[src/rtl/spiseq_pkg.sv]
package spiseq_pkg;
    localparam int LANES  = 4;
    localparam int BYTE_W = 8;
    localparam int NSEG   = 5;
    localparam int BEAT_W = 4;

    typedef enum logic [2:0] {
        M_111 = 3'd0, M_112 = 3'd1, M_122 = 3'd2,
        M_114 = 3'd3, M_144 = 3'd4, M_444 = 3'd5
    } xfer_mode_e;

    typedef enum logic [2:0] {
        SEG_OP = 3'd0, SEG_ADR = 3'd1, SEG_WR = 3'd2, SEG_HZ = 3'd3, SEG_RD = 3'd4
    } seg_e;

    typedef enum logic [2:0] {
        ST_IDLE, ST_LO, ST_HI, ST_GAP, ST_DONE
    } seq_st_e;

    typedef struct packed {
        logic hit;
        seg_e seg;
    } seg_pick_t;

    // log2 of the lane width used by a segment in a given mode
    function automatic logic [1:0] seg_lw(xfer_mode_e m, seg_e s);
        logic [1:0] r;
        case (s)
            SEG_OP:  r = (m == M_444) ? 2'd2 : 2'd0;
            SEG_ADR: begin
                case (m)
                    M_122:        r = 2'd1;
                    M_144, M_444: r = 2'd2;
                    default:      r = 2'd0;
                endcase
            end
            default: begin
                case (m)
                    M_112, M_122:        r = 2'd1;
                    M_114, M_144, M_444: r = 2'd2;
                    default:             r = 2'd0;
                endcase
            end
        endcase
        return r;
    endfunction

    function automatic logic [BEAT_W-1:0] beats_of(logic [1:0] lw);
        return BEAT_W'(BYTE_W >> lw);
    endfunction

    // lowest-numbered non-empty segment at or after 'from'
    function automatic seg_pick_t pick_seg(logic [NSEG-1:0] nz, int from);
        seg_pick_t p;
        p.hit = 1'b0;
        p.seg = SEG_OP;
        for (int i = NSEG - 1; i >= 0; i--) begin
            if (i >= from && nz[i]) begin
                p.hit = 1'b1;
                p.seg = seg_e'(3'(i));
            end
        end
        return p;
    endfunction
endpackage

[src/rtl/spiseq_ctrl.sv]
module spiseq_ctrl
    import spiseq_pkg::*;
#(
    parameter int LEN_W = 8
) (
    input  logic             clk,
    input  logic             rst,
    input  logic             start,
    input  logic [2:0]       mode,
    input  logic [LEN_W-1:0] op_len,
    input  logic [LEN_W-1:0] adr_len,
    input  logic [LEN_W-1:0] wr_len,
    input  logic [LEN_W-1:0] hz_len,
    input  logic [LEN_W-1:0] rd_len,
    output logic             load,
    output logic             load_tx,
    output logic             step,
    output logic             byte_end,
    output logic             capture,
    output logic             drive_en,
    output logic [1:0]       lw,
    output logic             sclk,
    output logic             cs_n,
    output logic             busy,
    output logic             done
);
    seq_st_e    st;
    seg_e       seg, load_seg;
    xfer_mode_e mode_q, mode_in;
    logic [LEN_W-1:0]  lens_q  [NSEG];
    logic [LEN_W-1:0]  lens_in [NSEG];
    logic [NSEG-1:0]   nz_in, nz_q;
    logic [LEN_W-1:0]  left_q;
    logic [BEAT_W-1:0] beat_q;
    logic              gap_q;
    seg_pick_t         first_p, next_p;
    logic              last_beat, more_bytes;

    always_comb begin
        lens_in[0] = op_len;
        lens_in[1] = adr_len;
        lens_in[2] = wr_len;
        lens_in[3] = hz_len;
        lens_in[4] = rd_len;
        for (int i = 0; i < NSEG; i++) begin
            nz_in[i] = |lens_in[i];
            nz_q[i]  = |lens_q[i];
        end
    end

    assign mode_in    = xfer_mode_e'(mode);
    assign first_p    = pick_seg(nz_in, 0);
    assign next_p     = pick_seg(nz_q, int'(seg) + 1);
    assign last_beat  = (beat_q == BEAT_W'(1));
    assign more_bytes = (left_q != LEN_W'(1));
    assign lw         = seg_lw(mode_q, seg);

    always_comb begin
        load     = 1'b0;
        load_seg = seg;
        if (st == ST_IDLE && start && first_p.hit) begin
            load     = 1'b1;
            load_seg = first_p.seg;
        end else if (st == ST_HI && last_beat) begin
            if (more_bytes) begin
                load = 1'b1;
            end else if (next_p.hit) begin
                load     = 1'b1;
                load_seg = next_p.seg;
            end
        end
    end

    assign load_tx  = load && (load_seg <= SEG_WR);
    assign step     = (st == ST_HI);
    assign byte_end = step && last_beat;
    assign capture  = (seg == SEG_RD);
    assign sclk     = (st == ST_HI);
    assign cs_n     = !(st == ST_LO || st == ST_HI);
    assign drive_en = !cs_n && (seg <= SEG_WR);
    assign busy     = (st != ST_IDLE);
    assign done     = (st == ST_DONE);

    always_ff @(posedge clk) begin
        if (rst) begin
            st     <= ST_IDLE;
            seg    <= SEG_OP;
            mode_q <= M_111;
            left_q <= '0;
            beat_q <= '0;
            gap_q  <= 1'b0;
            for (int i = 0; i < NSEG; i++) lens_q[i] <= '0;
        end else begin
            case (st)
                ST_IDLE: if (start) begin
                    mode_q <= mode_in;
                    for (int i = 0; i < NSEG; i++) lens_q[i] <= lens_in[i];
                    if (first_p.hit) begin
                        seg    <= first_p.seg;
                        left_q <= lens_in[first_p.seg];
                        beat_q <= beats_of(seg_lw(mode_in, first_p.seg));
                        st     <= ST_LO;
                    end else begin
                        st <= ST_DONE;
                    end
                end
                ST_LO: st <= ST_HI;
                ST_HI: begin
                    if (!last_beat) begin
                        beat_q <= beat_q - BEAT_W'(1);
                        st     <= ST_LO;
                    end else if (load) begin
                        seg    <= load_seg;
                        left_q <= more_bytes ? left_q - LEN_W'(1) : lens_q[load_seg];
                        beat_q <= beats_of(seg_lw(mode_q, load_seg));
                        st     <= ST_LO;
                    end else begin
                        gap_q <= 1'b0;
                        st    <= ST_GAP;
                    end
                end
                ST_GAP: begin
                    if (gap_q) st <= ST_DONE;
                    else gap_q <= 1'b1;
                end
                ST_DONE: st <= ST_IDLE;
                default: st <= ST_IDLE;
            endcase
        end
    end

    // a beat that is not the last of its byte stays in the same segment
    assert_seg_held_R1: assert property (@(posedge clk) disable iff (rst)
        (st == ST_HI && !last_beat) |=> (st == ST_LO && $stable(seg)))
        else $error("segment changed mid-byte");
endmodule

[src/rtl/spiseq_lanes.sv]
module spiseq_lanes
    import spiseq_pkg::*;
(
    input  logic              clk,
    input  logic              rst,
    input  logic              load,
    input  logic              load_tx,
    input  logic [BYTE_W-1:0] tx_byte,
    input  logic              step,
    input  logic              byte_end,
    input  logic              capture,
    input  logic              drive_en,
    input  logic [1:0]        lw,
    input  logic [LANES-1:0]  io_in,
    output logic [LANES-1:0]  io_out,
    output logic [LANES-1:0]  io_oe,
    output logic [BYTE_W-1:0] rx_data,
    output logic              rx_valid
);
    logic [BYTE_W-1:0] sh_q, sh_next;
    logic [LANES-1:0]  in_bits, lane_mask, grp;

    always_comb begin
        case (lw)
            2'd1: begin
                lane_mask = 4'b0011;
                in_bits   = {2'b00, io_in[1:0]};
                grp       = {2'b00, sh_q[BYTE_W-1 -: 2]};
            end
            2'd2: begin
                lane_mask = 4'b1111;
                in_bits   = io_in;
                grp       = sh_q[BYTE_W-1 -: 4];
            end
            default: begin
                lane_mask = 4'b0001;
                in_bits   = {3'b000, io_in[1]};
                grp       = {3'b000, sh_q[BYTE_W-1]};
            end
        endcase
        sh_next = (sh_q << (1 << lw)) | (capture ? BYTE_W'(in_bits) : '0);
    end

    for (genvar i = 0; i < LANES; i++) begin : g_lane
        assign io_oe[i]  = drive_en & lane_mask[i];
        assign io_out[i] = drive_en & lane_mask[i] & grp[i];
    end

    always_ff @(posedge clk) begin
        if (rst) begin
            sh_q     <= '0;
            rx_data  <= '0;
            rx_valid <= 1'b0;
        end else begin
            rx_valid <= byte_end && capture;
            if (byte_end && capture) rx_data <= sh_next;
            if (load) sh_q <= load_tx ? tx_byte : '0;
            else if (step) sh_q <= sh_next;
        end
    end

    // no lane is driven while read data is being sampled
    assert_quiet_read_R4: assert property (@(posedge clk) disable iff (rst)
        (step && capture) |-> (io_oe == '0))
        else $error("lane driven during read");

    // every read byte spans at least two clocks
    assert_rx_pulse_R5: assert property (@(posedge clk) disable iff (rst)
        rx_valid |=> !rx_valid)
        else $error("rx_valid longer than one cycle");
endmodule

[src/rtl/mio_flash_seq.sv]
module mio_flash_seq
    import spiseq_pkg::*;
#(
    parameter int LEN_W = 8
) (
    input  logic             clk,
    input  logic             rst,
    input  logic             start,
    input  logic [2:0]       mode,
    input  logic [LEN_W-1:0] op_len,
    input  logic [LEN_W-1:0] adr_len,
    input  logic [LEN_W-1:0] wr_len,
    input  logic [LEN_W-1:0] hz_len,
    input  logic [LEN_W-1:0] rd_len,
    output logic             busy,
    output logic             done,
    input  logic [7:0]       tx_data,
    output logic             tx_take,
    output logic [7:0]       rx_data,
    output logic             rx_valid,
    output logic             sclk,
    output logic             cs_n,
    output logic [3:0]       io_out,
    output logic [3:0]       io_oe,
    input  logic [3:0]       io_in
);
    logic       load, load_tx, step, byte_end, capture, drive_en;
    logic [1:0] lw;

    spiseq_ctrl #(.LEN_W(LEN_W)) u_ctrl (
        .clk(clk), .rst(rst), .start(start), .mode(mode),
        .op_len(op_len), .adr_len(adr_len), .wr_len(wr_len),
        .hz_len(hz_len), .rd_len(rd_len),
        .load(load), .load_tx(load_tx), .step(step), .byte_end(byte_end),
        .capture(capture), .drive_en(drive_en), .lw(lw),
        .sclk(sclk), .cs_n(cs_n), .busy(busy), .done(done)
    );

    spiseq_lanes u_lanes (
        .clk(clk), .rst(rst), .load(load), .load_tx(load_tx), .tx_byte(tx_data),
        .step(step), .byte_end(byte_end), .capture(capture), .drive_en(drive_en),
        .lw(lw), .io_in(io_in), .io_out(io_out), .io_oe(io_oe),
        .rx_data(rx_data), .rx_valid(rx_valid)
    );

    assign tx_take = load_tx;

    // SCLK high lasts exactly one clock
    assert_sclk_half_R7: assert property (@(posedge clk) disable iff (rst)
        sclk |=> !sclk)
        else $error("sclk high too long");

    // lanes do not change on the rising SCLK edge
    assert_launch_on_fall_R7: assert property (@(posedge clk) disable iff (rst)
        $rose(sclk) |-> ($stable(io_out) && $stable(io_oe)))
        else $error("lane changed at rising sclk");

    // chip select already released before done
    assert_release_before_done_R8: assert property (@(posedge clk) disable iff (rst)
        done |-> (cs_n && $past(cs_n)))
        else $error("done while selected");

    // a taken byte is driven in the following clock
    assert_take_drives_R6: assert property (@(posedge clk) disable iff (rst)
        tx_take |=> (io_oe != 4'b0000))
        else $error("take without drive");

    // an accepted start makes the block busy
    assert_start_busy_R10: assert property (@(posedge clk) disable iff (rst)
        (start && !busy) |=> busy)
        else $error("start not accepted");
endmodule

[config.mk]
export PLATFORM = sky130hd
export DESIGN_NAME = mio_flash_seq
export DESIGN_NICKNAME = d
export VERILOG_FILES = /design/src/rtl/spiseq_pkg.sv /design/src/rtl/spiseq_ctrl.sv /design/src/rtl/spiseq_lanes.sv /design/src/rtl/mio_flash_seq.sv
export SDC_FILE = /design/constraint.sdc
export NUM_CORES = 1
export LEC_CHECK = 0
export BUFFER_PORTS_ARGS = -buffer_cell sky130_fd_sc_hd__buf_2
export CAP_MARGIN = 20
export CORE_MARGIN = 10
export CORE_UTILIZATION = 52
export CTS_CLUSTER_SIZE = 40
export DETAILED_ROUTE_END_ITERATION = 10
export MAX_ROUTING_LAYER = met4
export PLACE_DENSITY = 0.75
export SYNTH_ARGS = -nofsm -noshare
export SYNTH_HDL_FRONTEND = slang
export SYNTH_HIERARCHICAL = 1
export SYNTH_SLANG_ARGS = --single-unit
[constraint.sdc]
create_clock -name clk -period 3.1 [get_ports clk]
set_input_delay 0.155 -clock clk [delete_from_list [all_inputs] [get_ports clk]]
set_output_delay 0.155 -clock clk [all_outputs]
set_load 0.02 [all_outputs]
==> key figures <==
STA
  • Final Skew: 14.0 ps
  • Setup ws final: -53.9 ps
  • Min cycle time layout: 3150 ps
  • Hold Fails Final Rpt: 0
  • Max-slew headroom: 51.0%
  • Unrepaired setup endpoints after global routing: true
  • Fmax: about 0.32 GHz
  • Ratio of final minimum period to clock period: 102%
  • Final setup viols: 2
  • Tightest Pin Transition: just over 700 ps
  • Max Transition Viols Final: 0

Power and ir drop
  • Net Sw Power: roughly 0.0009 W
  • Pwr Total: about 0.0026 W
  • Flop pwr share: 47.0%
  • PwrDens: 402 nW/µm²
  • VDD IR max: between 0.2 and 0.25 mV
  • Gate power share: approximately 25%
  • Internal power: between 0.0015 and 0.002 W
  • Static leakage: 2.76 nW
  • Clock Power Share: approximately 28%
  • Switching Share: between 30 and 40%

Global routing
  • Number of antenna violations at the first check in global routing: 0
  • GRT Util Overall: 22.6%
  • Largest net degree at the start of global routing: 47
  • Vias in the first global route: 5234
  • First-pass GRT wire length: between 20 and 30 mm
  • Grt total ovfl: 0

Yosys
  • Top FF cell, synth: edfxtp_1
  • Synthesis Warnings: 6
  • Simple-gate share of the synthesized area: 26.6%
  • XOR/XNOR share of the synthesized area: 0.655%
  • Post-synthesis async set-or-reset flop share: 0%
  • Post-synthesis mux area share: under 10%
  • Adder-Cell Fraction of Synth Area: between 3 and 4%
  • Syn_area_per_cell: 8.99 µm²
  • Synth cell types: between 70 and 80
  • EDFF count, synth: 40
  • Synth Cell Area: approximately 5300 µm²
  • Synth Area in Compound Gates: between 10% and 20%
  • Synthesized Nets: 670
  • Register area share after synthesis: between 30% and 40%
  • Mapped Cells: between 500 and 600
  • #FFs+latches synth: between 70 and 80
  • Main combinational cell family by area after synthesis: simple AND/OR/NAND/NOR gates

Die
  • Row count: 36
  • Initial Util: a little over half
  • Die width: between 100 and 150 µm
  • Die height: around 120 µm
  • Core area: 9910 µm²
  • Ports: 80
  • Die area: 14700 µm²

Cells and area
  • Diode count: 0
  • Fillers: a little under 800
  • Non-Filler Instances: between 800 and 900
  • Final Net Count: around 800
  • Area Overhead vs Synth: 23.3%
  • Layout cell share with drive strength beyond 1: between 20% and 30%
  • Final Util: between 60% and 70%

Clock network
  • H-Tree Depth: 3
  • Clk slew on worst S/H paths: roughly 100 ps
  • Root Buffer: clkbuf_8
  • TritonCTS Buffers: 9
  • Clock sink count: 79
  • CTS tree: done
  • Clk Latency, worst-skew pair: around 380 ps
  • CTS Buffer Depth: 2

Critical path
  • CP required: 3370 ps
  • Worst Path Buf+Inv: 2
  • Most used cell along the critical path: mux2i_1
  • CP Max Fanout: 7
  • CP max stage delay: 630 ps
  • Crit-path slowest cell: or4_1
  • CP Capture Type: register
  • CP Cell Sequence: or4_1 -> nor4_4 -> nand2_2 -> or3_4 -> a31oi_4 -> buf_12 -> buf_4 -> mux2i_1 -> mux2i_1 -> a211o_1
  • Crit path DAT: 3430 ps
  • Crit-path leading delay family: simple AND/OR/NAND/NOR gates
  • Setup crit start kind: register
  • Critical Setup Path Class: register to register

Outcome
  • Outcome: finished, violations left
  • Failing checks: setup timing

Routing
  • Met3 wire length: around 1.3 mm
  • Post-route ant nets: 0
  • DR vias/cell: approximately 6.4
  • DR pass1 iterations: 5
  • Iter 0 DRT Violations: roughly 540
  • Vias: roughly 5500
  • Number of remaining DRC errors: 0
  • Met1 Wirelength: 7.11 mm
  • DR WL/cell: 20.0 µm
  • Uppermost layer routed: met4
  • Met2 routed wirelength: between 7 and 8 mm
  • Routed wire length: about 17 mm

Placement
  • I/O Buffers: 79
  • Post-place setup slack: around 18 ps
  • Dpl cells: 820
  • RePlAce Congestion: 1.01
  • Dpl hpwl: between 10 and 15 mm

Hold path
  • HP Class: primary input to register

Run
  • Max-Cap Viols: 0
[layout make-up]
cell class	instances	area, µm²	area share [%]
Clock inverter	7	61.3	0.930
Inverter	18	67.6	1.03
Sequential cell	79	1990	30.1
Multi-Input combinational cell	457	3210	48.7
Clock buffer	9	124	1.88
Tap cell	133	166	2.52
Timing Repair Buffer	146	975	14.8
[worst paths after layout]
kind	startpoint	depth (start not counted)	slack, ps	end
setup / recovery	u_ctrl/left_q[2]$_SDFFE_PP0P_	10	-50	u_ctrl/left_q[7]$_SDFFE_PP0P_
hold reg to reg	u_lanes/rx_data[7]$_SDFFE_PP0P_	2	450	u_lanes/rx_data[7]$_SDFFE_PP0P_
setup reg to reg	u_ctrl/left_q[2]$_SDFFE_PP0P_	10	-50	u_ctrl/left_q[7]$_SDFFE_PP0P_
hold / removal	mode[2]	3	50	u_ctrl/mode_q[2]$_SDFFE_PP0P_
[worst register-to-register path, cell delays in order (launching register included)]
cell and delay, ps:
dfxtp_1 330, or4_1 630, nor4_4 310, nand2_2 140, or3_4 400, a31oi_4 320
buf_12 180, buf_4 130, mux2i_1 220, mux2i_1 120, a211o_1 260
[synthesized netlist by cell type, types with 4 or more instances]
cell	number	share of area, %
dfxtp_1	39	15
a21o_1	5	0.70
o21ai_0	11	1.0
buf_6	4	0.84
nor2b_1	7	0.82
ha_1	17	4.0
a31oi_1	13	1.5
o211ai_1	12	1.7
nand3_1	7	0.66
or3_1	4	0.47
a31o_2	4	0.66
nand2_1	50	3.5
nor3_1	21	2.0
mux2_2	5	1.1
edfxtp_1	40	22
o22ai_1	4	0.47
nand4_1	5	0.58
nor2_1	45	3.2
mux2i_1	24	4.5
or4_1	4	0.56
inv_1	18	1.3
o21ai_1	4	0.37
a211oi_1	10	1.4
a21oi_1	32	3.0
and3_1	46	5.4
nor3b_1	8	1.1
nor4_1	22	2.6
a221oi_1	6	0.98
and2_1	11	1.3
clkbuf_1	26	1.8
a22oi_1	4	0.56
buf_2	8	0.75
nand2b_1	11	1.3
[state kept, by name, summed over array words and instances (netlist names)]
signal	flops
u_ctrl/lens_q	40
u_ctrl/left_q	8
u_lanes/rx_data	8
u_lanes/sh_q	8
u_ctrl/beat_q	4
u_ctrl/mode_q	3
u_ctrl/seg	3
u_ctrl/st	3
u_ctrl/gap_q	1
u_lanes/rx_valid	1
[power by group through the flow]
stage	clock network [W]	logic [W]	registers, W
global placement	0	0.000597	0.00126
floorplan	0	0.000396	0.00124
global route	0.000794	0.000710	0.00125
detailed placement	0	0.000614	0.00126
finish	0.000743	0.000660	0.00124
CTS	0.000746	0.000625	0.00124
[repair_timing]
item                                    CTS  global route
gates resized for setup                   7            22
gates cloned                              0             1
buffers inserted                          3             9
pin swaps                                 5             6
endpoints found under the setup margin    2            22
hold buffers                              0             0
[cell usage in the layout, fill, tap and decap left out, drive strengths merged, types with 10 or more instances in the layout]
cell,instances
nor3,21
a31oi,14
and2,11
a21oi,32
nor2,45
and3,46
nand2b,11
o211ai,12
nor4,24
clkbuf,10
nand2,51
dfxtp,39
mux2i,24
edfxtp,40
inv,22
buf,145
a211oi,10
o21ai,15
ha,17
[stage by stage]
stage          instance area [µm²]  setup TNS [ps]  hold WS [ps]
2_1_floorplan                 5380               0           291
3_3_place_gp                  6170               0           425
3_5_place_dp                  6170               0           438
4_1_cts                       6400               0          47.8
5_1_grt                       6590            -788          69.5
6_report                      6590            -102          48.9
[per-layer routing]
metal  track usage, %  vias up
met3             4.61       59
met5                -        -
met4             8.94        0
met1             26.8     2577
met2             36.7      307
li1                 -     2512
[logic make-up (layout without fill, tap and decap cells)]
logic type | count (synthesis) | after routing
AOI/OAI and AO/OA | 143 | 143
and+or+nand+nor | 260 | 260
muxes | 33 | 33
xor gates and xnor gates | 4 | 4
adders and majority gates | 17 | 17
buffers and inverters | 59 | 180
DFF | 79 | 79
Note: power is estimated with default switching activity, not from simulation.
